$ cat config.mk
export PLATFORM = sky130hd
export DESIGN_NAME = round_fmt
export DESIGN_NICKNAME = d
export VERILOG_FILES = /design/src/rtl/round_fmt.sv
export SDC_FILE = /design/constraint.sdc
export NUM_CORES = 1
export LEC_CHECK = 0
export BUFFER_PORTS_ARGS = -buffer_cell sky130_fd_sc_hd__buf_4
export CAP_MARGIN = 10
export CORE_MARGIN = 4
export CORE_UTILIZATION = 54
export CTS_CLUSTER_DIAMETER = 100
export DETAILED_ROUTE_END_ITERATION = 8
export GPL_TIMING_DRIVEN = 0
export PLACE_DENSITY = 0.79
export SETUP_SLACK_MARGIN = 0.1
export SYNTH_ARGS = -nofsm -noshare
export SYNTH_HDL_FRONTEND = slang
export SYNTH_SLANG_ARGS = --single-unit
$ cat constraint.sdc
create_clock -name clk -period 0.8 [get_ports clk]
set_input_delay 0.12 -clock clk [delete_from_list [all_inputs] [get_ports clk]]
set_output_delay 0.12 -clock clk [all_outputs]
set_load 0.005 [all_outputs]
$ cat src/rtl/round_fmt.sv
module round_fmt #(
  parameter int OUT_W    = 16,
  parameter int FRAC_W   = 4,
  parameter int SEL_W    = 3,
  parameter int RND_STEP = 2,
  parameter int ACC_W    = OUT_W + FRAC_W
) (
  input  logic             clk,
  input  logic             rst_n,
  input  logic [ACC_W-1:0] acc_i,
  input  logic [SEL_W-1:0] rnd_sel_i,
  input  logic             twos_i,
  input  logic             uns_i,
  input  logic             oe_n_i,
  output logic [OUT_W-1:0] word_o,
  output logic             hiz_o
);
  localparam int PW = $clog2(ACC_W + 1);
  localparam logic [ACC_W:0] ONE = {{ACC_W{1'b0}}, 1'b1};
  localparam logic [OUT_W-1:0] LOW_ONES = {1'b0, {(OUT_W-1){1'b1}}};

  logic [PW-1:0]    lsb_pos;
  logic [ACC_W:0]   ext, half;
  logic [OUT_W-1:0] gmask, maxv, res, fmt, q_r;
  logic [OUT_W:0]   cl;
  logic             ovf, vld;

  assign lsb_pos = PW'(FRAC_W) + PW'(RND_STEP) * PW'(rnd_sel_i);
  assign ext     = uns_i ? {1'b0, acc_i} : {acc_i[ACC_W-1], acc_i};
  assign half    = ONE << (lsb_pos - PW'(1));
  assign gmask   = ~((OUT_W'(1) << (PW'(RND_STEP) * PW'(rnd_sel_i))) - OUT_W'(1));
  assign cl      = (OUT_W+1)'((ext + half) >> FRAC_W) & {1'b1, gmask};

  assign ovf  = uns_i ? cl[OUT_W] : (cl[OUT_W] ^ cl[OUT_W-1]);
  assign maxv = (uns_i ? {OUT_W{1'b1}} : LOW_ONES) & gmask;
  assign res  = ovf ? maxv : cl[OUT_W-1:0];
  assign fmt  = (uns_i || twos_i) ? res : (res ^ LOW_ONES);

  always_ff @(posedge clk or negedge rst_n) begin
    if (!rst_n) begin
      q_r <= '0;
      vld <= 1'b0;
    end else begin
      q_r <= fmt;
      vld <= 1'b1;
    end
  end

  assign word_o = oe_n_i ? '0 : q_r;
  assign hiz_o  = oe_n_i;

  // nothing survives below the chosen LSB
  a_r3_low_clear: assert property (@(posedge clk) disable iff (!rst_n)
    vld && ($past(uns_i) || $past(twos_i)) |->
      (q_r & ((OUT_W'(1) << (RND_STEP * $past(rnd_sel_i))) - OUT_W'(1))) == '0);

  // inverted offset binary turns the cleared bits into ones
  a_r5_low_ones: assert property (@(posedge clk) disable iff (!rst_n)
    vld && !$past(uns_i) && !$past(twos_i) |->
      (~q_r & ((OUT_W'(1) << (RND_STEP * $past(rnd_sel_i))) - OUT_W'(1))) == '0);

  // a non-negative signed input never wraps to a negative output
  a_r7_no_wrap: assert property (@(posedge clk) disable iff (!rst_n)
    vld && !$past(uns_i) && $past(twos_i) && !$past(acc_i[ACC_W-1]) |->
      !q_r[OUT_W-1]);

  // an unsigned input in the upper half stays in the upper half
  a_r8_upper_half: assert property (@(posedge clk) disable iff (!rst_n)
    vld && $past(uns_i) && $past(acc_i[ACC_W-1]) |-> q_r[OUT_W-1]);

  // a disabled port shows nothing
  a_r9_blank: assert property (@(posedge clk) disable iff (!rst_n)
    oe_n_i |-> (word_o == '0) && hiz_o);
endmodule

==> flow_summary.ini <==
[status]
result_of_the_run = complete, but fails checks
violated_checks = setup timing

[worst_setup_path]
cp-start-kind = primary input
endpoint_kind = flip-flop
cp_max_fo = 7
cp_data_required_time_ns = 0.92
arrival_ns = 2.80
worstSetupPathType = in2reg

[cells_and_area]
area_growth_syn_to_layout_pct = 45.9
fill_cells = 180
mostFrequentLayoutCell = buf_4
registers.top_by_ff_count = q_r
post-route-util_pct = 84.2
design_area_um2 = 2630
share_of_final_layout_standard_cells_stronger_than_drive_strength_1_pct = 45.0
number_of_antenna_cells_inserted = 0
number_of_standard_cells_in_the_layout_taps_in_and_fillers_out = 306
top_regs = q_r (16)
layout.cells.most_common_list = buf_4 (54), xnor2_1 (19), nor2_1 (16), dfrtp_1 (16), nor2b_1 (15)
final_net_count = 305
largest_reg_flops = 16

[synthesis]
synth-main-ff-cell = dfrtp_1
synth_area_um2 = 1800
synth.net_count = 236
post_synth_num_cell_types = 54
synth_enable_flop_cells = 0
synth_seq_area_share_pct = 22.2
netlist_instances = 195
synth_seq_cells = 16
synthesis.area_per_instance_um2 = 9.25
synth-async-reset-ratio_pct = 100
yosysWarningCount = 0

[clock_tree]
tritoncts = yes
htree_num_levels = 1
clk_transition_reported_paths_ns = 0.08
cts_num_sinks = 16
numCtsBuffers = 3
clockRootBuffer = clkbuf_4
cts-root-to-sink-buffers = 2

[timing]
fin_crit_ns = 2.67
timing.max_slew.rel_slack_pct = 55.3
hold_ws_ns = 0.214
fin_ws_ns = -1.87
grt_setup_unrepaired = true
period_share_pct = 334
setup_viol = 32
worstMarginPinSlew_ns = 0.670
setup_total_negative_slack_ns = -31.92
max_clock_freq_mhz = 374
final_max_slew_viol_count = 0
final-hold-violation-count = 0

[placed_design]
place.detailed.instances = 282
placed_cell_area_um2 = 2240
place.gp.congestion = 0.854
dp_hpwl_um = 3780
io_buffer_count = 43
dp_worst_setup_slack_ns = -2.35

[floorplan]
die_h_um = 65.8
die_area_um2 = 4330
core_region_area_um2 = 3130
rows = 20
die_x_um = 65.8
floorplan.io_pins = 45
floorplan.initialDensity_pct = 57.7

[drt]
detail_route.wirelength_um = 5440
via_count = 1788
drt-pass1-iter-count = 4
initialDrtViolationCount = 60
detail-route-antenna-nets = 0
detail_route.drc_violations = 0
routedWlPerCell_um = 17.8
routed_via_density = 5.84

[global_routing]
vias_in_the_first_global_route = 1835
grt_overflow_total = 0
track_usage_pct = 25.6
grt_start_max_net_pins = 17
grt_antenna_before_repair = 0
global_route_wire_length_before_repair_um = 8490

[flow_run]
cap_violations = 0

[power]
p_leak_nw = 1.11
report.power.total_mw = 2.87
power.ir.vdd_worst_mv = 0.474
cellPowerDensity_nw_per_um2 = 1090

[worst_hold_path]
worstHoldPathType = in2reg
-- worst max-delay path: stages --
cell,delay (ns)
buf_12,0.10
and2_4,0.17
ha_4,0.28
nor3_4,0.04
ha_1,0.27
nand4_1,0.15
o21ai_4,0.22
nand4_4,0.13
a21oi_4,0.24
nor4_4,0.08
o311ai_4,0.47
buf_6,0.21
a41oi_2,0.15
xnor2_1,0.17
-- synth_stat cells, types with 2 or more instances --
cell,number,area [um2]
o21a_1,2,15.0
and2_1,5,31.3
or2_2,2,12.5
xnor2_1,19,166
nand4_1,3,18.8
inv_1,5,18.8
a31o_1,2,17.5
dfrtp_1,16,400
nor3_1,6,30.0
xor2_1,7,61.3
nor2_1,17,63.8
nand2_1,10,37.5
a31oi_1,3,18.8
nor2b_1,19,119
o311ai_1,4,35.0
a21oi_1,9,45.0
a21oi_2,2,17.5
clkbuf_1,4,15.0
a311o_1,2,20.0
a41oi_2,10,163
buf_4,2,15.0
nand3_1,2,10.0
ha_1,13,163
-- cells by family (layout without fill, tap and decap cells) --
logic type                 count (synthesis)  in the layout  synth area share, %
and+or+nand+nor                           75             75                 24.1
AOI/OAI and AO/OA                         50             50                 27.7
xor gates and xnor gates                  26             26                 12.6
other                                      1              1                0.208
adders and majority gates                 13             13                 9.02
buffers and inverters                     14             81                 4.16
DFF                                       16             16                 22.2
-- worst paths after layout --
path | start | endpoint | slack (ns) | depth (start not counted)
hold / removal | uns_i | q_r[15] | 0.21 | 2
setup / recovery | rnd_sel_i[1] | q_r[2] | -1.87 | 14
max in group asynchronous | rst_n | q_r[2] | 0.38 | 2
min in group asynchronous | rst_n | q_r[13] | 0.25 | 2
-- final cells by class --
type / instances / area (um2) / area share, %
clock buffers: 3 / 22.5 / 0.856
well taps: 44 / 55.1 / 2.09
multi-input cells: 165 / 1510 / 57.2
plain buffers: 9 / 71.3 / 2.71
flip-flops and latches: 16 / 400 / 15.2
inverters: 5 / 18.8 / 0.713
repair buffers: 64 / 559 / 21.2
-- power breakdown --
group	total (mW)	internal [mW]	switching, mW
Sequential	0.961	0.932	0.0292
Clock	0.380	0.174	0.205
Combinational	1.53	0.798	0.733
-- routing by layer --
metal	wire length, um	global-route usage (%)	part of all wire [%]	up-vias
li1	-	-	-	846
met1	2090	26.8	38	846
met2	2840	47.9	52	76
met3	323	4.25	5.9	20
met4	189	13.5	3.5	0
met5	0	0	0	-
-- timing repair --
item / 4_1_cts / 5_1_grt
hold endpoints to repair: 16 / 0
gates resized for setup: 23 / 17
cloned: 2 / 0
setup buffers: 16 / 2
endpoints found under the setup margin: 32 / 32
hold buffers: 1 / 0
pin swaps: 27 / 5
Power figures use the tool's default switching activity.
